[src/rtl/panel_wr_pkg.sv]
// Shared constants and types of the serial panel register writer.
package panel_wr_pkg;
    localparam int START_W = 8;
    localparam int WORD_W  = 16;
    localparam int FRAME_W = START_W + WORD_W;
    localparam int BITS_W  = $clog2(FRAME_W + 1);

    localparam logic [START_W-1:0] START_INDEX = 8'h70;
    localparam logic [START_W-1:0] START_DATA  = 8'h72;

    typedef enum logic [1:0] {
        KIND_INDEX = 2'd0,
        KIND_DATA  = 2'd1,
        KIND_PIXEL = 2'd2,
        KIND_DATA2 = 2'd3
    } cmd_kind_e;

    typedef enum logic [2:0] {
        ST_IDLE = 3'd0,
        ST_LO   = 3'd1,
        ST_HI   = 3'd2,
        ST_WAIT = 3'd3,
        ST_GAP  = 3'd4
    } wr_state_e;
endpackage

[src/rtl/panel_wr_pace.sv]
// Half-bit pacing timer.
// Latches the clamped half period on load. While run is high it pulses tick
// once every half_q cycles. Assumes MIN_HALF >= 1 and MIN_HALF < 2**DIV_W.
module panel_wr_pace #(
    parameter int DIV_W    = 8,
    parameter int MIN_HALF = 100
) (
    input  logic             clk,
    input  logic             rst_n,
    input  logic             load,
    input  logic [DIV_W-1:0] cfg_half,
    input  logic             run,
    output logic             tick
);
    localparam logic [DIV_W-1:0] FLOOR = DIV_W'(MIN_HALF);

    logic [DIV_W-1:0] half_q;
    logic [DIV_W-1:0] cnt_q;
    logic [DIV_W-1:0] eff_half;

    // Apply the build-time floor to the requested period.
    always_comb eff_half = (cfg_half < FLOOR) ? FLOOR : cfg_half;

    // Hold the period for the whole frame.
    always_ff @(posedge clk) begin
        if (!rst_n)     half_q <= FLOOR;
        else if (load)  half_q <= eff_half;
    end

    // Count cycles within the current half-bit phase.
    always_ff @(posedge clk) begin
        if (!rst_n || !run) cnt_q <= '0;
        else if (tick)      cnt_q <= '0;
        else                cnt_q <= cnt_q + 1'b1;
    end

    // Mark the last cycle of a phase.
    always_comb tick = run && (cnt_q == half_q - 1'b1);

    a_r4_half_floor: assert property (@(posedge clk) disable iff (!rst_n)
        half_q >= FLOOR);
    a_r4_phase_bound: assert property (@(posedge clk) disable iff (!rst_n)
        run |-> (cnt_q < half_q));
endmodule

[src/rtl/panel_wr_shift.sv]
// Frame shift register.
// Loads a start byte plus word, or a word alone (burst continuation), and
// shifts left on request. The serial bit is the register's top bit.
module panel_wr_shift
    import panel_wr_pkg::*;
(
    input  logic               clk,
    input  logic               rst_n,
    input  logic               load_full,
    input  logic               load_word,
    input  logic [START_W-1:0] start_byte,
    input  logic [WORD_W-1:0]  word,
    input  logic               shift,
    output logic               msb
);
    logic [FRAME_W-1:0] sr_q;

    // Load or advance the outgoing bits, MSB first.
    always_ff @(posedge clk) begin
        if (!rst_n)         sr_q <= '1;
        else if (load_full) sr_q <= {start_byte, word};
        else if (load_word) sr_q <= {word, {START_W{1'b0}}};
        else if (shift)     sr_q <= {sr_q[FRAME_W-2:0], 1'b0};
    end

    always_comb msb = sr_q[FRAME_W-1];
endmodule

[src/rtl/panel_wr_ctrl.sv]
// Frame sequencer.
// Walks idle -> low/high bit phases -> burst wait or guard gap -> idle.
// Decodes the line levels from its state. Assumes tick comes from a timer
// that runs in the low, high and gap states.
module panel_wr_ctrl
    import panel_wr_pkg::*;
(
    input  logic               clk,
    input  logic               rst_n,
    input  logic               cmd_valid,
    input  logic [1:0]         cmd_kind,
    input  logic               cmd_last,
    input  logic               tick,
    input  logic               msb,
    output logic               cmd_ready,
    output logic               busy,
    output logic               load_full,
    output logic               load_word,
    output logic               shift,
    output logic               run,
    output logic [START_W-1:0] start_byte,
    output logic               lcd_cs_n,
    output logic               lcd_sclk,
    output logic               lcd_sdo
);
    wr_state_e         state_q;
    logic [BITS_W-1:0] bits_q;
    logic              burst_q;
    logic              accept;
    logic              last_bit;

    // Decode the handshake and per-phase control.
    always_comb begin
        cmd_ready  = (state_q == ST_IDLE) || (state_q == ST_WAIT);
        accept     = cmd_valid && cmd_ready;
        last_bit   = (bits_q == BITS_W'(1));
        load_full  = accept && (state_q == ST_IDLE);
        load_word  = accept && (state_q == ST_WAIT);
        shift      = (state_q == ST_HI) && tick && !last_bit;
        run        = (state_q == ST_LO) || (state_q == ST_HI) || (state_q == ST_GAP);
        start_byte = (cmd_kind == KIND_INDEX) ? START_INDEX : START_DATA;
    end

    // Decode the line levels from the state.
    always_comb begin
        busy     = (state_q != ST_IDLE);
        lcd_cs_n = (state_q == ST_IDLE) || (state_q == ST_GAP);
        lcd_sclk = (state_q != ST_LO);
        lcd_sdo  = lcd_cs_n ? 1'b1 : msb;
    end

    // Advance the frame state, bit budget and burst flag.
    always_ff @(posedge clk) begin
        if (!rst_n) begin
            state_q <= ST_IDLE;
            bits_q  <= '0;
            burst_q <= 1'b0;
        end else begin
            unique case (state_q)
                ST_IDLE: if (accept) begin
                    state_q <= ST_LO;
                    bits_q  <= BITS_W'(FRAME_W);
                    burst_q <= (cmd_kind == KIND_PIXEL) && !cmd_last;
                end
                ST_LO: if (tick) state_q <= ST_HI;
                ST_HI: if (tick) begin
                    bits_q <= bits_q - 1'b1;
                    if (last_bit) state_q <= burst_q ? ST_WAIT : ST_GAP;
                    else          state_q <= ST_LO;
                end
                ST_WAIT: if (accept) begin
                    state_q <= ST_LO;
                    bits_q  <= BITS_W'(WORD_W);
                    burst_q <= !cmd_last;
                end
                ST_GAP: if (tick) state_q <= ST_IDLE;
                default: state_q <= ST_IDLE;
            endcase
        end
    end

    a_r3_sdo_stable_high: assert property (@(posedge clk) disable iff (!rst_n)
        (!lcd_cs_n && !$past(lcd_cs_n) && lcd_sclk && $past(lcd_sclk)) |-> $stable(lcd_sdo));
    a_r5_clock_high_deselected: assert property (@(posedge clk) disable iff (!rst_n)
        lcd_cs_n |-> lcd_sclk);
    a_r9_busy_after_accept: assert property (@(posedge clk) disable iff (!rst_n)
        (cmd_valid && cmd_ready) |=> busy);
    a_r8_no_accept_on_release: assert property (@(posedge clk) disable iff (!rst_n)
        $rose(lcd_cs_n) |-> !cmd_ready);
    a_r1_bit_budget: assert property (@(posedge clk) disable iff (!rst_n)
        bits_q <= BITS_W'(FRAME_W));
endmodule

[src/rtl/panel_wr_engine.sv]
// Serial panel register writer, top level.
// Joins the sequencer, the frame shift register and the half-bit timer.
// Assumes cmd_kind, cmd_word and cmd_last stay stable while cmd_valid is
// high and cmd_ready is low.
module panel_wr_engine
    import panel_wr_pkg::*;
#(
    parameter int DIV_W    = 8,
    parameter int MIN_HALF = 100
) (
    input  logic             clk,
    input  logic             rst_n,
    input  logic [DIV_W-1:0] cfg_half,
    input  logic             cmd_valid,
    output logic             cmd_ready,
    input  logic [1:0]       cmd_kind,
    input  logic [15:0]      cmd_word,
    input  logic             cmd_last,
    output logic             busy,
    output logic             lcd_cs_n,
    output logic             lcd_sclk,
    output logic             lcd_sdo
);
    logic               load_full;
    logic               load_word;
    logic               shift;
    logic               run;
    logic               tick;
    logic               msb;
    logic [START_W-1:0] start_byte;

    panel_wr_ctrl u_ctrl (
        .clk        (clk),
        .rst_n      (rst_n),
        .cmd_valid  (cmd_valid),
        .cmd_kind   (cmd_kind),
        .cmd_last   (cmd_last),
        .tick       (tick),
        .msb        (msb),
        .cmd_ready  (cmd_ready),
        .busy       (busy),
        .load_full  (load_full),
        .load_word  (load_word),
        .shift      (shift),
        .run        (run),
        .start_byte (start_byte),
        .lcd_cs_n   (lcd_cs_n),
        .lcd_sclk   (lcd_sclk),
        .lcd_sdo    (lcd_sdo)
    );

    panel_wr_shift u_shift (
        .clk        (clk),
        .rst_n      (rst_n),
        .load_full  (load_full),
        .load_word  (load_word),
        .start_byte (start_byte),
        .word       (cmd_word),
        .shift      (shift),
        .msb        (msb)
    );

    panel_wr_pace #(
        .DIV_W    (DIV_W),
        .MIN_HALF (MIN_HALF)
    ) u_pace (
        .clk      (clk),
        .rst_n    (rst_n),
        .load     (load_full),
        .cfg_half (cfg_half),
        .run      (run),
        .tick     (tick)
    );
endmodule

[config.mk]
export PLATFORM = sky130hd
export DESIGN_NAME = panel_wr_engine
export DESIGN_NICKNAME = d
export VERILOG_FILES = /design/src/rtl/panel_wr_pkg.sv /design/src/rtl/panel_wr_pace.sv /design/src/rtl/panel_wr_shift.sv /design/src/rtl/panel_wr_ctrl.sv /design/src/rtl/panel_wr_engine.sv
export SDC_FILE = /design/constraint.sdc
export NUM_CORES = 1
export LEC_CHECK = 0
export BUFFER_PORTS_ARGS = -buffer_cell sky130_fd_sc_hd__buf_2
export CORE_UTILIZATION = 40
export CTS_CLUSTER_DIAMETER = 200
export DETAILED_ROUTE_END_ITERATION = 10
export PLACE_DENSITY_LB_ADDON = 0.1
export SYNTH_ARGS = -nofsm -noshare
export SYNTH_HDL_FRONTEND = slang
export SYNTH_SLANG_ARGS = --single-unit
[constraint.sdc]
create_clock -name clk -period 2.7 [get_ports clk]
set_input_delay 0.135 -clock clk [delete_from_list [all_inputs] [get_ports clk]]
set_output_delay 0.135 -clock clk [all_outputs]
set_load 0.005 [all_outputs]
==> impl_metrics.tcl <==
set metrics [dict create \
    power_mw 1.82 \
    cts_tree "yes" \
    dr.pass1.iters 4 \
    die_y_um 86.0 \
    outcome "complete, no violations" \
    worstHoldPathType "input pin to flop" \
    tightest_slew_ns 0.583 \
    grt_start_max_net_pins 64 \
    crit_arrival_ns 2.69 \
    start_kind "flop" \
    grt_first_pass_wirelength_um 11000 \
    dieArea_sq_mm 0.00739 \
    synth.distinct_cells 54 \
    num_rows 30 \
    ir_drop_mv 0.237 \
    p_leak_nw 1.36 \
    path_clk_slew_ns 0.09 \
    reg2regPathDepth 6 \
    async_reset_ff_frac 0 \
    path_max_fanout 6 \
    cts.root.buffer_cell "clkbuf_8" \
    synth_area_per_cell_sq_um 8.15 \
    syn_area_sq_mm 0.00282 \
    chipWidth_um 86.0 \
    clock-sinks 49 \
    hpwl_um 4620 \
    setup_viol 0 \
    rrSetupSlack_ns 0.21 \
    slew_headroom 0.612 \
    overflow 0 \
    power.density_mw_per_mm2 567 \
    n_antenna_cell 0 \
    antenna_found_initial 0 \
    synthFlopType "dfxtp_1" \
    area_growth_pct 13.7 \
    ctsHoldBuffers 0 \
    netlist_instances 346 \
    drive_above_1_share 0.165 \
    finalSetupTns_ns 0 \
    vias_per_cell 5.40 \
    ios 35 \
    htreeDepth 2 \
    synth_nets 380 \
    required_ns 2.90 \
    numCtsBuffers 5 \
    fin_skew_ns 0.00971 \
    ctsResizeCount 0 \
    hold_path_depth 3 \
    grt_pass1_vias 2237 \
    timing.rr.end "u_ctrl.bits_q[4]" \
    hp-start "cmd_word[0]" \
    grt_usage 0.187 \
    vias 2518 \
    initial_core_util 0.415 \
    fmax_mhz 402 \
    min_to "u_shift.sr_q[0]" \
    ys_warn_count 0 \
    cp-end-kind "flop" \
    postCtsSetupBuffers 0 \
    synth-seq-cells 49 \
    wl_um 6660 \
    timing.hold.ws_ns 0.0799 \
    crit_type "flop to flop" \
    synth-edff-count 0 \
    first_iter_violations 125 \
    finalCriticalPeriod_ns 2.49 \
    io_buffers 34 \
    maxCapViolations 0 \
    rsz0062_at_grt "no" \
    gp_congestion 0.819 \
    cts_buffer_depth 2 \
    core_area_sq_mm 0.00679 \
    nNetsFinal 403 \
    avgRoutedWirePerCell_um 14.3 \
    yosysSeqAreaShare 0.348 \
    postLayoutCoreUtil 0.472 \
    reg2reg_from "u_pace.half_q[0]" \
    maxSlewViolCount 0 \
    drc_errors 0 \
    clk_latency_ns 0.31 \
    period_share 0.922 \
    nFillCells 688 \
    finalHoldViolCount 0 \
    ant_nets 0 \
]
worst max path at each step:
stage	cells after the start	endpoint	from	slack (ns)
finish	6	u_ctrl.bits_q[4]	u_pace.half_q[0]	0.21
detailed placement	6	u_ctrl.bits_q[4]	u_pace.half_q[0]	0.23
global route	8	u_ctrl.bits_q[4]	u_pace.half_q[0]	0.09
CTS	6	u_ctrl.bits_q[4]	u_pace.half_q[0]	0.21
global placement	6	u_ctrl.bits_q[4]	u_pace.half_q[0]	0.27
floorplan	7	u_ctrl.bits_q[4]	u_pace.half_q[3]	0.30
Yosys cell counts, drive strengths merged, types with 3 or more instances:
cell | instances | share of area
a21boi | 5 | 0.013
o31a | 3 | 0.0093
o21ai | 8 | 0.014
or3 | 4 | 0.0089
xnor2 | 9 | 0.028
a221oi | 9 | 0.035
a21oi | 9 | 0.016
nor4 | 3 | 0.0067
nor2 | 26 | 0.035
and2 | 3 | 0.0067
a22oi | 7 | 0.020
clkbuf | 22 | 0.029
nand2 | 30 | 0.040
and3 | 5 | 0.011
mux2i | 10 | 0.035
a22o | 7 | 0.022
nor2b | 6 | 0.013
nor3 | 6 | 0.011
nand4 | 3 | 0.012
xor2 | 7 | 0.022
dfxtp | 49 | 0.35
o21a | 3 | 0.0080
inv | 11 | 0.015
nand3 | 50 | 0.091
buf | 5 | 0.010
nand3b | 13 | 0.035
ha | 4 | 0.018
critical path, stage by stage, from the launching register on:
cell and delay [ns]:
dfxtp_1 0.34, or3_1 0.45, or4_1 0.50, a22oi_2 0.31, nand3_2 0.21, o31a_1 0.34
o31a_1 0.23
registers in the layout, summed over array words and instances, names as in the netlist:
name / count
u_ctrl.state_q: 3
u_ctrl.burst_q: 1
u_ctrl.bits_q: 5
u_pace.cnt_q: 8
u_shift.sr_q: 24
u_pace.half_q: 8
power breakdown:
part / switching (mW) / internal (mW)
Clock: 0.266 / 0.278
Combinational: 0.242 / 0.196
Sequential: 0.0451 / 0.790
cell type report:
type,instances,area [sq um],area share
timing repair buffer,43,263,0.0819
clock buffer,5,68.8,0.0215
sequential,49,981,0.306
multi-input combinational,259,1690,0.527
clock inverter,3,43.8,0.0137
tap,96,120,0.0375
inverter,11,41.3,0.0129
metal layers:
| metal | vias to the layer above | share of wire | routed length [um] | track usage |
|---|---|---|---|---|
| met1 | 1163 | 0.51 | 3390 | 0.271 |
| met5 | - | 0 | 0 | 0 |
| met2 | 45 | 0.45 | 3000 | 0.286 |
| li1 | 1300 | - | - | - |
| met3 | 10 | 0.029 | 191 | 0.0250 |
| met4 | 0 | 0.012 | 83 | 0.0591 |
cells in the final DEF (no fill, tap or decap), types with 8 or more instances in the layout:
| master | instances |
|---|---|
| a21oi_1 | 9 |
| buf_2 | 34 |
| dfxtp_1 | 49 |
| inv_1 | 11 |
| mux2i_1 | 10 |
| nand2_1 | 29 |
| nand3_1 | 49 |
| nand3b_1 | 13 |
| nor2_1 | 26 |
| o21ai_0 | 8 |
| xnor2_1 | 9 |
per-stage QoR:
| step | instances | setup WS [ns] | area [sq um] |
|---|---|---|---|
| final | 466 | 0.211 | 3210 |
| after global routing | 466 | 0.0857 | 3210 |
| after CTS | 466 | 0.214 | 3210 |
| after detailed placement | 458 | 0.232 | 3090 |
| after global placement | 458 | 0.271 | 3090 |
| after floorplan | 346 | 0.303 | 2820 |
cells by family (layout without fill, tap and decap cells):
family	count (synthesis)	in the layout	share of synthesized area
flops	49	49	0.348
buf+inv	38	62	0.0541
compound gates	71	71	0.203
fa+ha+maj	4	4	0.0177
xor+xnor	16	16	0.0497
simple gates	158	158	0.292
mux	10	10	0.0355
(Power assumes the default switching activity.)
